**src/rtl/tk3w_pkg.sv**
```systemverilog
package tk3w_pkg;
  typedef enum logic [2:0] {ST_IDLE, ST_SETUP, ST_LO, ST_HI, ST_HOLD} tk_state_e;

  localparam int REG_N   = 8;  // registers moved by one burst
  localparam int FIELD_N = 7;  // time fields exposed to the host

  localparam logic [7:0] CMD_BURST_WR = 8'hBE;
  localparam logic [7:0] CMD_BURST_RD = 8'hBF;
  localparam logic [7:0] CMD_WP       = 8'h8E;
  localparam logic [7:0] WP_CLR       = 8'h00;
  localparam logic [7:0] WP_SET       = 8'h80;

  localparam logic [3:0] LAST_BURST_BYTE = 4'(REG_N);
  localparam logic [3:0] LAST_WP_BYTE    = 4'd1;
endpackage

```
**src/rtl/tk3w_timer.sv**
```systemverilog
module tk3w_timer #(
  parameter int W = 8,
  parameter logic [W-1:0] INIT = '0
) (
  input  logic         clk_i,
  input  logic         rst_ni,
  input  logic         load_i,
  input  logic [W-1:0] len_i,
  output logic         exp_o
);
  logic [W-1:0] cnt_q;

  always_ff @(posedge clk_i or negedge rst_ni) begin
    if (!rst_ni)          cnt_q <= INIT;
    else if (load_i)      cnt_q <= len_i - W'(1);
    else if (cnt_q != '0) cnt_q <= cnt_q - W'(1);
  end

  assign exp_o = (cnt_q == '0);
endmodule

```
**src/rtl/tk3w_check.sv**
```systemverilog
module tk3w_check (
  input  logic [7:0] min_i,
  input  logic [7:0] hour_i,
  input  logic [7:0] mday_i,
  input  logic [7:0] mon_i,
  input  logic [7:0] wday_i,
  input  logic [6:0] ctl_i,
  output logic       ok_o,
  output logic [4:0] hour_o
);
  logic       bad_bits, zero_field;
  logic [4:0] h12, h24;

  always_comb begin
    bad_bits   = min_i[7] | hour_i[6] | (|mday_i[7:6]) | (|mon_i[7:5]) |
                 (|wday_i[7:3]) | (|ctl_i);
    zero_field = (mday_i == 8'd0) | (mon_i == 8'd0) | (wday_i == 8'd0);
    ok_o       = !(bad_bits | zero_field);

    h12 = (hour_i[4] ? 5'd10 : 5'd0) + {1'b0, hour_i[3:0]};
    if (h12 == 5'd12) h12 = 5'd0;
    if (hour_i[5])    h12 = h12 + 5'd12;
    h24 = (hour_i[5] ? 5'd20 : (hour_i[4] ? 5'd10 : 5'd0)) + {1'b0, hour_i[3:0]};

    hour_o = hour_i[7] ? h12 : h24;
  end
endmodule

```
**src/rtl/tk3w_burst_ctrl.sv**
```systemverilog
module tk3w_burst_ctrl
  import tk3w_pkg::*;
#(
  parameter int HALF_CYC  = 50,
  parameter int SETUP_CYC = 200,
  parameter int HOLD_CYC  = 200
) (
  input  logic                 clk_i,
  input  logic                 rst_ni,
  input  logic                 start_read_i,
  input  logic                 start_write_i,
  input  logic [FIELD_N*8-1:0] wr_regs_i,
  output logic                 busy_o,
  output logic                 done_o,
  output logic                 valid_o,
  output logic                 error_o,
  output logic [FIELD_N*8-1:0] rd_regs_o,
  output logic [4:0]           hour_o,
  output logic                 tk_act_o,
  output logic                 tk_sclk_o,
  output logic                 tk_dat_o,
  output logic                 tk_dat_oe_o,
  input  logic                 tk_dat_i
);
  localparam int MAX_A   = (SETUP_CYC > HOLD_CYC) ? SETUP_CYC : HOLD_CYC;
  localparam int MAX_CYC = (MAX_A > HALF_CYC) ? MAX_A : HALF_CYC;
  localparam int TW      = $clog2(MAX_CYC + 1);
  localparam int IMG_W   = REG_N * 8;
  localparam int REC_W   = FIELD_N * 8;

  tk_state_e          state_q;
  logic               is_rd_q, txn_q, run_q;
  logic [3:0]         byte_q;
  logic [2:0]         bit_q;
  logic [REC_W-1:0]   wr_buf_q;
  logic [IMG_W-1:0]   rx_sr_q;
  logic               sclk_q, act_q, done_q, valid_q, err_q;
  logic [REC_W-1:0]   rd_q;
  logic [4:0]         hour_q;

  logic               tmr_load, tmr_exp;
  logic [TW-1:0]      tmr_len;
  logic               start_any, last_bit, rx_phase, more_txn;
  logic [3:0]         last_byte;
  logic [5:0]         sh;
  logic [7:0]         tx_byte;
  logic               chk_ok;
  logic [4:0]         chk_hour;

  assign start_any = start_read_i | start_write_i;
  assign last_byte = (is_rd_q || txn_q) ? LAST_BURST_BYTE : LAST_WP_BYTE;
  assign last_bit  = (bit_q == 3'd7) && (byte_q == last_byte);
  assign rx_phase  = is_rd_q && (byte_q != 4'd0);
  assign more_txn  = run_q && !is_rd_q && !txn_q;
  assign sh        = {byte_q[2:0] - 3'd1, 3'b000};

  always_comb begin
    if (byte_q == 4'd0)             tx_byte = is_rd_q ? CMD_BURST_RD : (txn_q ? CMD_BURST_WR : CMD_WP);
    else if (is_rd_q)               tx_byte = 8'h00;
    else if (!txn_q)                tx_byte = WP_CLR;
    else if (byte_q == last_byte)   tx_byte = WP_SET;
    else                            tx_byte = wr_buf_q[sh +: 8];
  end

  // timer reload on every state entry; length is the duration of the new state
  always_comb begin
    tmr_load = 1'b0;
    tmr_len  = TW'(HALF_CYC);
    unique case (state_q)
      ST_IDLE:  if (start_any) begin tmr_load = 1'b1; tmr_len = TW'(SETUP_CYC); end
      ST_SETUP: if (tmr_exp)   tmr_load = 1'b1;
      ST_LO:    if (tmr_exp)   tmr_load = 1'b1;
      ST_HI:    if (tmr_exp) begin
                  tmr_load = 1'b1;
                  if (last_bit) tmr_len = TW'(HOLD_CYC);
                end
      ST_HOLD:  if (tmr_exp && more_txn) begin tmr_load = 1'b1; tmr_len = TW'(SETUP_CYC); end
      default:  ;
    endcase
  end

  tk3w_timer #(.W(TW), .INIT(TW'(HOLD_CYC - 1))) i_timer (
    .clk_i  (clk_i),
    .rst_ni (rst_ni),
    .load_i (tmr_load),
    .len_i  (tmr_len),
    .exp_o  (tmr_exp)
  );

  tk3w_check i_check (
    .min_i  (rx_sr_q[15:8]),
    .hour_i (rx_sr_q[23:16]),
    .mday_i (rx_sr_q[31:24]),
    .mon_i  (rx_sr_q[39:32]),
    .wday_i (rx_sr_q[47:40]),
    .ctl_i  (rx_sr_q[62:56]),
    .ok_o   (chk_ok),
    .hour_o (chk_hour)
  );

  always_ff @(posedge clk_i or negedge rst_ni) begin
    if (!rst_ni) begin
      state_q  <= ST_HOLD;  // power-on inactive hold
      is_rd_q  <= 1'b0;
      txn_q    <= 1'b0;
      run_q    <= 1'b0;
      byte_q   <= '0;
      bit_q    <= '0;
      wr_buf_q <= '0;
      rx_sr_q  <= '0;
      sclk_q   <= 1'b0;
      act_q    <= 1'b0;
      done_q   <= 1'b0;
      valid_q  <= 1'b0;
      err_q    <= 1'b0;
      rd_q     <= '0;
      hour_q   <= '0;
    end else begin
      done_q  <= 1'b0;
      valid_q <= 1'b0;
      err_q   <= 1'b0;
      unique case (state_q)
        ST_IDLE: if (start_any) begin
          is_rd_q  <= start_read_i;
          txn_q    <= start_read_i;
          run_q    <= 1'b1;
          byte_q   <= '0;
          bit_q    <= '0;
          wr_buf_q <= wr_regs_i;
          act_q    <= 1'b1;
          state_q  <= ST_SETUP;
        end
        ST_SETUP: if (tmr_exp) state_q <= ST_LO;
        ST_LO: if (tmr_exp) begin
          sclk_q  <= 1'b1;
          state_q <= ST_HI;
        end
        ST_HI: if (tmr_exp) begin
          sclk_q <= 1'b0;
          if (rx_phase) rx_sr_q <= {tk_dat_i, rx_sr_q[IMG_W-1:1]};
          if (last_bit) begin
            act_q   <= 1'b0;
            state_q <= ST_HOLD;
          end else begin
            bit_q   <= bit_q + 3'd1;
            if (bit_q == 3'd7) byte_q <= byte_q + 4'd1;
            state_q <= ST_LO;
          end
        end
        ST_HOLD: if (tmr_exp) begin
          if (more_txn) begin
            txn_q   <= 1'b1;
            byte_q  <= '0;
            bit_q   <= '0;
            act_q   <= 1'b1;
            state_q <= ST_SETUP;
          end else begin
            if (run_q) begin
              done_q <= 1'b1;
              if (is_rd_q) begin
                valid_q <= chk_ok;
                err_q   <= !chk_ok;
                if (chk_ok) begin
                  rd_q   <= rx_sr_q[REC_W-1:0];
                  hour_q <= chk_hour;
                end
              end
            end
            run_q   <= 1'b0;
            state_q <= ST_IDLE;
          end
        end
        default: state_q <= ST_IDLE;
      endcase
    end
  end

  assign busy_o      = (state_q != ST_IDLE);
  assign done_o      = done_q;
  assign valid_o     = valid_q;
  assign error_o     = err_q;
  assign rd_regs_o   = rd_q;
  assign hour_o      = hour_q;
  assign tk_act_o    = act_q;
  assign tk_sclk_o   = sclk_q;
  assign tk_dat_o    = tx_byte[bit_q];
  assign tk_dat_oe_o = !(rx_phase && (state_q == ST_LO || state_q == ST_HI));
endmodule

```
**config.mk**
```make
export PLATFORM = sky130hd
export DESIGN_NAME = tk3w_burst_ctrl
export DESIGN_NICKNAME = d
export VERILOG_FILES = /design/src/rtl/tk3w_pkg.sv /design/src/rtl/tk3w_timer.sv /design/src/rtl/tk3w_check.sv /design/src/rtl/tk3w_burst_ctrl.sv
export SDC_FILE = /design/constraint.sdc
export NUM_CORES = 1
export LEC_CHECK = 0
export CORE_MARGIN = 2
export CORE_UTILIZATION = 55
export CTS_CLUSTER_DIAMETER = 50
export DETAILED_ROUTE_END_ITERATION = 16
export GPL_TIMING_DRIVEN = 0
export PLACE_DENSITY = 0.91
export RECOVER_POWER = 50
export SLEW_MARGIN = 0
export SYNTH_ARGS = -nofsm -noshare
export SYNTH_HDL_FRONTEND = slang
export SYNTH_SLANG_ARGS = --single-unit
```
**constraint.sdc**
```tcl
create_clock -name clk_i -period 6.59 [get_ports clk_i]
set_input_delay 1.318 -clock clk_i [delete_from_list [all_inputs] [get_ports clk_i]]
set_output_delay 1.318 -clock clk_i [all_outputs]
set_load 0.1 [all_outputs]
```
== Word-level counts from Yosys, hierarchy flattened ==
Cells that the tools add are included.

* Register bits after elaboration: 207
* Bits of input ports: 61
* Output and inout bits: 69
* Logic and storage cells: 168

* Add/subtract/negate cells: 8
* Magnitude comparators: 1
* Eq/ne operators: 17
* Shift operators: 1
* Mux-type cells: 74
* Bitwise logic cells: 11
* Reduce and logical (&&, ||, !) cells: 40

{| class="wikitable"
|+ Operators by type and width
! kind !! count
|-
| 8-bit two-way mux || 10
|-
| 56-bit by 7-bit indexed part select with 8-bit output || 1
|-
| 3-bit two-way mux || 11
|-
| 8-bit logical NOT || 4
|-
| 4-bit two-way mux || 8
|-
| 1-bit two-way mux || 29
|-
| 8-bit one-hot mux with 3 select lines || 1
|-
| 5-bit two-way mux || 4
|-
| 2-bit inequality test, second input constant || 10
|-
| 6-bit AND reduction || 3
|-
| 8-bit by 1-bit subtractor with 8-bit output, second input constant || 2
|-
| 3-bit one-hot mux with 5 select lines || 1
|-
| 6-bit two-way mux || 2
|-
| 4-bit one-hot mux with 3 select lines || 1
|-
| 5-bit by 4-bit adder with 5-bit output || 2
|-
| 1-bit bitwise OR || 9
|-
| 3-bit one-hot mux with 3 select lines || 1
|-
| 4-bit AND reduction || 2
|-
| 8-bit nonzero test || 1
|-
| 7-bit AND reduction || 1
|-
| 7-bit OR reduction || 1
|-
| 3-bit by 2-bit == test with 1-bit output, second input constant || 2
|-
| 3-bit == test, second input constant || 2
|-
| 1-bit logical AND || 6
|-
| other kinds (25) || 38
|}

== Logic depth before layout (Yosys ltp) ==
* Depth in word-level cells: 12
* Mapped depth: 11
* Depth with buffers taken out: 10

== Hierarchy ==
Synthesis repeated with hierarchy kept, for this count alone.

* Cells, all modules: 796
* Area, all modules: 9691.8 sq um

{| class="wikitable"
|+ By module, submodules not included
! module !! instances !! cells each !! area an instance (sq um)
|-
| tk3w_burst_ctrl || 1 || 694 || 8774.7
|-
| tk3w_timer || 1 || 54 || 533.0
|-
| tk3w_check || 1 || 48 || 384.1
|}

== Worst setup path after synthesis ==
No wires, ideal clock.

* Path type: register -> output
* Start point: register byte_q[0]
* End point: output port tk_dat_o
* Arrival time: 2.946 ns
* Slack: 2.326 ns
* Cell stages (with the launch flop): 10
* Path buffers: 1
* Cell sequence: dfrtp_1 > buf_2 > inv_1 > ha_1 > xnor2_1 > and3_1 > a2111oi_0 > or4_1 > a31oi_1 > o32a_1

* Longest elaborated chain between the ends: 8

{| class="wikitable"
|+ Ends and longest elaborated chain
! element !! line !! source
|-
| start: declaration || tk3w_burst_ctrl.sv:33 || <nowiki>logic [3:0] byte_q;</nowiki>
|-
| start signal: assignment || tk3w_burst_ctrl.sv:146 || <nowiki>if (bit_q == 3'd7) byte_q <= byte_q + 4'd1;</nowiki>
|-
| 3-bit by 1-bit subtractor with 3-bit output || tk3w_burst_ctrl.sv:55 || <nowiki>assign sh = {byte_q[2:0] - 3'd1, 3'b000};</nowiki>
|-
| 56-bit by 7-bit indexed part select with 8-bit output || tk3w_burst_ctrl.sv:62 || <nowiki>else tx_byte = wr_buf_q[sh +: 8];</nowiki>
|-
| 8-bit two-way mux || tk3w_burst_ctrl.sv:61 || <nowiki>else if (byte_q == last_byte) tx_byte = WP_SET;</nowiki>
|-
| 8-bit two-way mux || tk3w_burst_ctrl.sv:60 || <nowiki>else if (!txn_q) tx_byte = WP_CLR;</nowiki>
|-
| 8-bit two-way mux || tk3w_burst_ctrl.sv:59 || <nowiki>else if (is_rd_q) tx_byte = 8'h00;</nowiki>
|-
| 8-bit two-way mux * || tk3w_burst_ctrl.sv:58 || <nowiki>if (byte_q == 4'd0) tx_byte = is_rd_q ? CMD_BURST_RD : (txn_q ? CMD_BURST_WR : CMD_WP);</nowiki>
|-
| 1-bit binary-select mux with 3-bit select * || tk3w_burst_ctrl.sv:186 || <nowiki>assign tk_dat_o = tx_byte[bit_q];</nowiki>
|-
| 1-bit two-way mux (not written as such) * || tk3w_burst_ctrl.sv:186 ||
|-
| end: declaration || tk3w_burst_ctrl.sv:21 || <nowiki>output logic tk_dat_o,</nowiki>
|}

Every way passes the cells marked *; elsewhere a longest branch is shown, timed or not. The select of a mux whose other input is x is not followed.

== Worst setup path in the final report ==
Ends and elaborated chain as after synthesis.

==> out/qor.csv <==
stage,metric,value,unit
die,number of top-level pins,130,
global_routing,pin count of the biggest net entering global routing,126,
pwr,switching fraction of total power,32.5,%
critical_path,maximum fanout encountered on the critical timing path,10,
finish,area overhead of the layout relative to synthesis,25.4,%
die,die boundary width,132,microns
clock_tree,Post CTS Setup Buffer Count,0,
global_routing,global-route wire length before repair,36.7,mm
logic_synthesis,number of flops mapped to enable cells by yosys,0,
logic_synthesis,post-synthesis cell count,869,
logic_synthesis,cell accounting for the most synthesized area,dfrtp_1,
logic_synthesis,share of Yosys cell area claimed by the top area cell type,55.8,%
finish,fin cells,1255,
pwr,internal power component,2.65,mW
logic_synthesis,Area contributors post-synth,"dfrtp_1 (56%), nand2_1 (13%), mux2_2 (8.1%), mux4_2 (2.0%), dfstp_2 (1.8%)",
detailed_routing,DR pass1 iterations,6,
die,total number of placement rows,46,
logic_synthesis,most common cell in the netlist,nand2_1,
pwr,switching power summed over all nets,1.28,mW
pwr,areal power density over the cells,348,nW/um^2
sta,ratio of final minimum period to clock period,91.1,%
critical_path,flop2flop setup slack,2.67,ns
detailed_routing,total routed wire length on the met1 layer,8.83,mm
place,GP Congestion,0.898,
place,detailed placer's ending HPWL,14.9,mm
place,port bufs,129,
logic_synthesis,sequential fraction of the synthesis area,57.6,%
logic_synthesis,count of state elements after synthesis,207,
clock_tree,Sinks on Clock Net,207,
critical_path,crit path max-delay cell type,clkdlybuf4s50_1,
worst_hold_path,HP Class,reg -> reg,
flow_run,total of max-cap violations,2,
finish,total area of multi-input combinational cells,3530,sq um
clock_tree,TritonCTS clock tree,done,
sta,Fin. Hold Viols,0,
detailed_routing,routed wire length on met2,11.1,mm
pwr,peak supply drop,0.000207,V
place,number of instances in the placed design,1215,
global_routing,via count of the first global-routing pass,7322,
critical_path,class of the most critical setup path,reg -> out,
status,violations in the final reports,"max-capacitance violations, max-slew violations",
finish,Layout fillers,1083,
critical_path,worst path arrival time,4.69,ns
status,run status,"complete, but fails checks",
sta,worst rel slew slack,-189,%
sta,final number of max-transition violations,93,
sta,setup-violating endpoint count in the final report,0,
logic_synthesis,synthesized area,9010,sq um
sta,maximum achievable frequency,167,MHz
detailed_routing,per-cell routed wire length,17.6,microns
die,Core ar.,15900,sq um
logic_synthesis,Yosys cell types,62,
critical_path,nature of the critical path startpoint,flop,
pwr,Comb pwr share,25.3,%
clock_tree,number of buffers added to fix hold violations after cts,0,
finish,number of diodes,0,
logic_synthesis,top_reg_cell synth,dfrtp_1,
die,Vert. Die Dim,132,microns
sta,Worst Skew,0.0225,ns
finish,Nets,1097,
sta,Hold WS,0.464,ns
global_routing,number of antenna violations at the first check in global routing,0,
finish,storage element area,5190,sq um
pwr,portion of total power attributed to the clock network,32.5,%
clock_tree,count of cells resized by post-cts repair,0,
global_routing,total grt overflow,0,
clock_tree,clk root buf,clkbuf_16,
pwr,P_leak,5.50,nW
detailed_routing,final antenna-violating net count,0,
logic_synthesis,average footprint of a synthesized cell,10.4,sq um
die,Die Area,17400,sq um
finish,Finished Core Util,70.8,%
critical_path,slowest cell delay on critical path,1.15,ns
logic_synthesis,synthesized net count,943,
critical_path,number of buffers and inverters on the critical path,4,
clock_tree,buffer depth of the longest clock path,3,
clock_tree,number of H-tree branching levels,1,
pwr,sequential cell fraction of total power,42.2,%
detailed_routing,max layer used,met4,
critical_path,cell family with most CP delay,buffers and inverters,
global_routing,total track usage,25.9,%
clock_tree,Skew-Pair Late Insertion Delay,0.52,ns
detailed_routing,total met3 wirelength after detailed routing,1.66,mm
clock_tree,clock-pin slew on the worst setup and hold paths,0.06,ns
critical_path,element type at the critical path end,primary output,
logic_synthesis,most frequent cells after synthesis,"nand2_1 (317), dfrtp_1 (201), mux2_2 (65), nor2_1 (28), o21ai_0 (27)",
detailed_routing,via count,7134,
sta,setup repair after global routing missed its margin,false,
logic_synthesis,"FFs w/ async S/R, synth",100,%
die,Initial Utilization,56.5,%
finish,ratio of cells with drive above 1 in the final layout,12.6,%
detailed_routing,final routed wirelength across all metal layers,22.1,mm
detailed_routing,DRC violations left,0,
sta,slew at the pin closest to its max-slew limit,4.34,ns
detailed_routing,detailed-route vias per instance,5.68,
clock_tree,number of CTS-inserted buffers,22,
logic_synthesis,number of warnings printed during yosys synthesis,0,
critical_path,sequence of cells on the critical path,buf_2 > inv_1 > ha_1 > xor2_2 > clkbuf_1 > nand2_1 > a31oi_1 > nor3_1 > nor4_1 > o32a_1 > clkdlybuf4s50_1,
sta,final period demand of the worst path,6.01,ns
detailed_routing,first-iteration detailed-routing DRC count,682,
critical_path,worst path required time,5.27,ns
==> per-layer routing <==
metal | up-vias | GRT usage (%)
li1 | 3231 | -
met1 | 3490 | 34.3
met2 | 359 | 44.3
met3 | 54 | 4.50
met4 | 0 | 7.19
met5 | - | 0
==> cells by family (layout without fill, tap and decap cells) <==
family	after synthesis	count (layout)	synth area share [%]
compound gates	94	94	6.53
xor+xnor	7	7	0.764
fa+ha+maj	13	13	1.89
buf+inv	54	224	2.71
flops	207	207	57.6
mux	78	78	10.7
simple gates	416	416	19.8
==> through the flow <==
step	setup slack, ns	instance area (sq um)	TNS (ns)	power (mW)
2_1_floorplan	2.33	9010	0	2.35
3_5_place_dp	1.23	10600	0	2.66
3_3_place_gp	-4.02	10600	-812.87	2.61
6_report	0.585	11300	0	3.93
4_1_cts	0.628	11400	0	3.94
5_1_grt	0.304	11300	0	4.12
==> worst paths after layout <==
path / start / to / cells past startpoint
min in group asynchronous: rst_ni / rd_regs_o[0]$_DFFE_PN0P_ / 1
worst max-delay path: byte_q[0]$_DFFE_PN0P_ / tk_dat_o / 11
worst max register to register: i_timer.cnt_q[1]$_DFFE_PN1P_ / rd_regs_o[23]$_DFFE_PN0P_ / 8
worst min-delay path: rd_regs_o[35]$_DFFE_PN0P_ / rd_regs_o[35]$_DFFE_PN0P_ / 2
max in group asynchronous: rst_ni / rd_regs_o[34]$_DFFE_PN0P_ / 1
worst min register to register: rd_regs_o[35]$_DFFE_PN0P_ / rd_regs_o[35]$_DFFE_PN0P_ / 2
==> flip-flops by register name, summed over array words and instances (netlist names), 3 cells and up <==
signal / cells
rx_sr_q: 64
rd_regs_o: 56
wr_buf_q: 56
i_timer.cnt_q: 8
hour_o: 5
byte_q: 4
bit_q: 3
state_q: 3
==> final cells by class <==
type                    instances  share of cell area, %
plain buffers                  43                   1.73
clock buffers                  29                   5.28
clock inverters                11                   1.38
inverters                      11                  0.366
multi-input cells             608                   31.3
flip-flops and latches        207                   45.9
well taps                     216                   2.39
repair buffers                130                   11.6
==> worst register-to-register path, stage by stage, from the launching register on <==
cell,delay [ns]
dfstp_1,0.38
or4_1,0.53
clkbuf_1,0.18
nor2_1,0.55
nand3_4,0.18
nor4_1,1.24
clkbuf_1,0.51
nand2_1,0.18
nand2_1,0.11
==> power groups by stage <==
stage,clock [mW],combinational [mW],sequential [mW]
global placement,0,0.953,1.66
global route,1.35,1.09,1.68
detailed placement,0,0.985,1.67
floorplan,0,0.684,1.66
CTS,1.29,0.999,1.65
finish,1.28,0.993,1.66
==> cells in the final DEF, fill, tap and decap left out, types with 11 or more instances in the layout <==
cell	instances
nand2_1	317
dfrtp_1	201
clkdlybuf4s50_1	127
mux2_2	65
clkbuf_1	32
nor2_1	29
o21ai_0	27
a21oi_1	25
clkbuf_16	22
nor2b_1	17
nor3_1	12
ha_1	12
inv_1	11
Note: power is estimated with default switching activity, not from simulation.
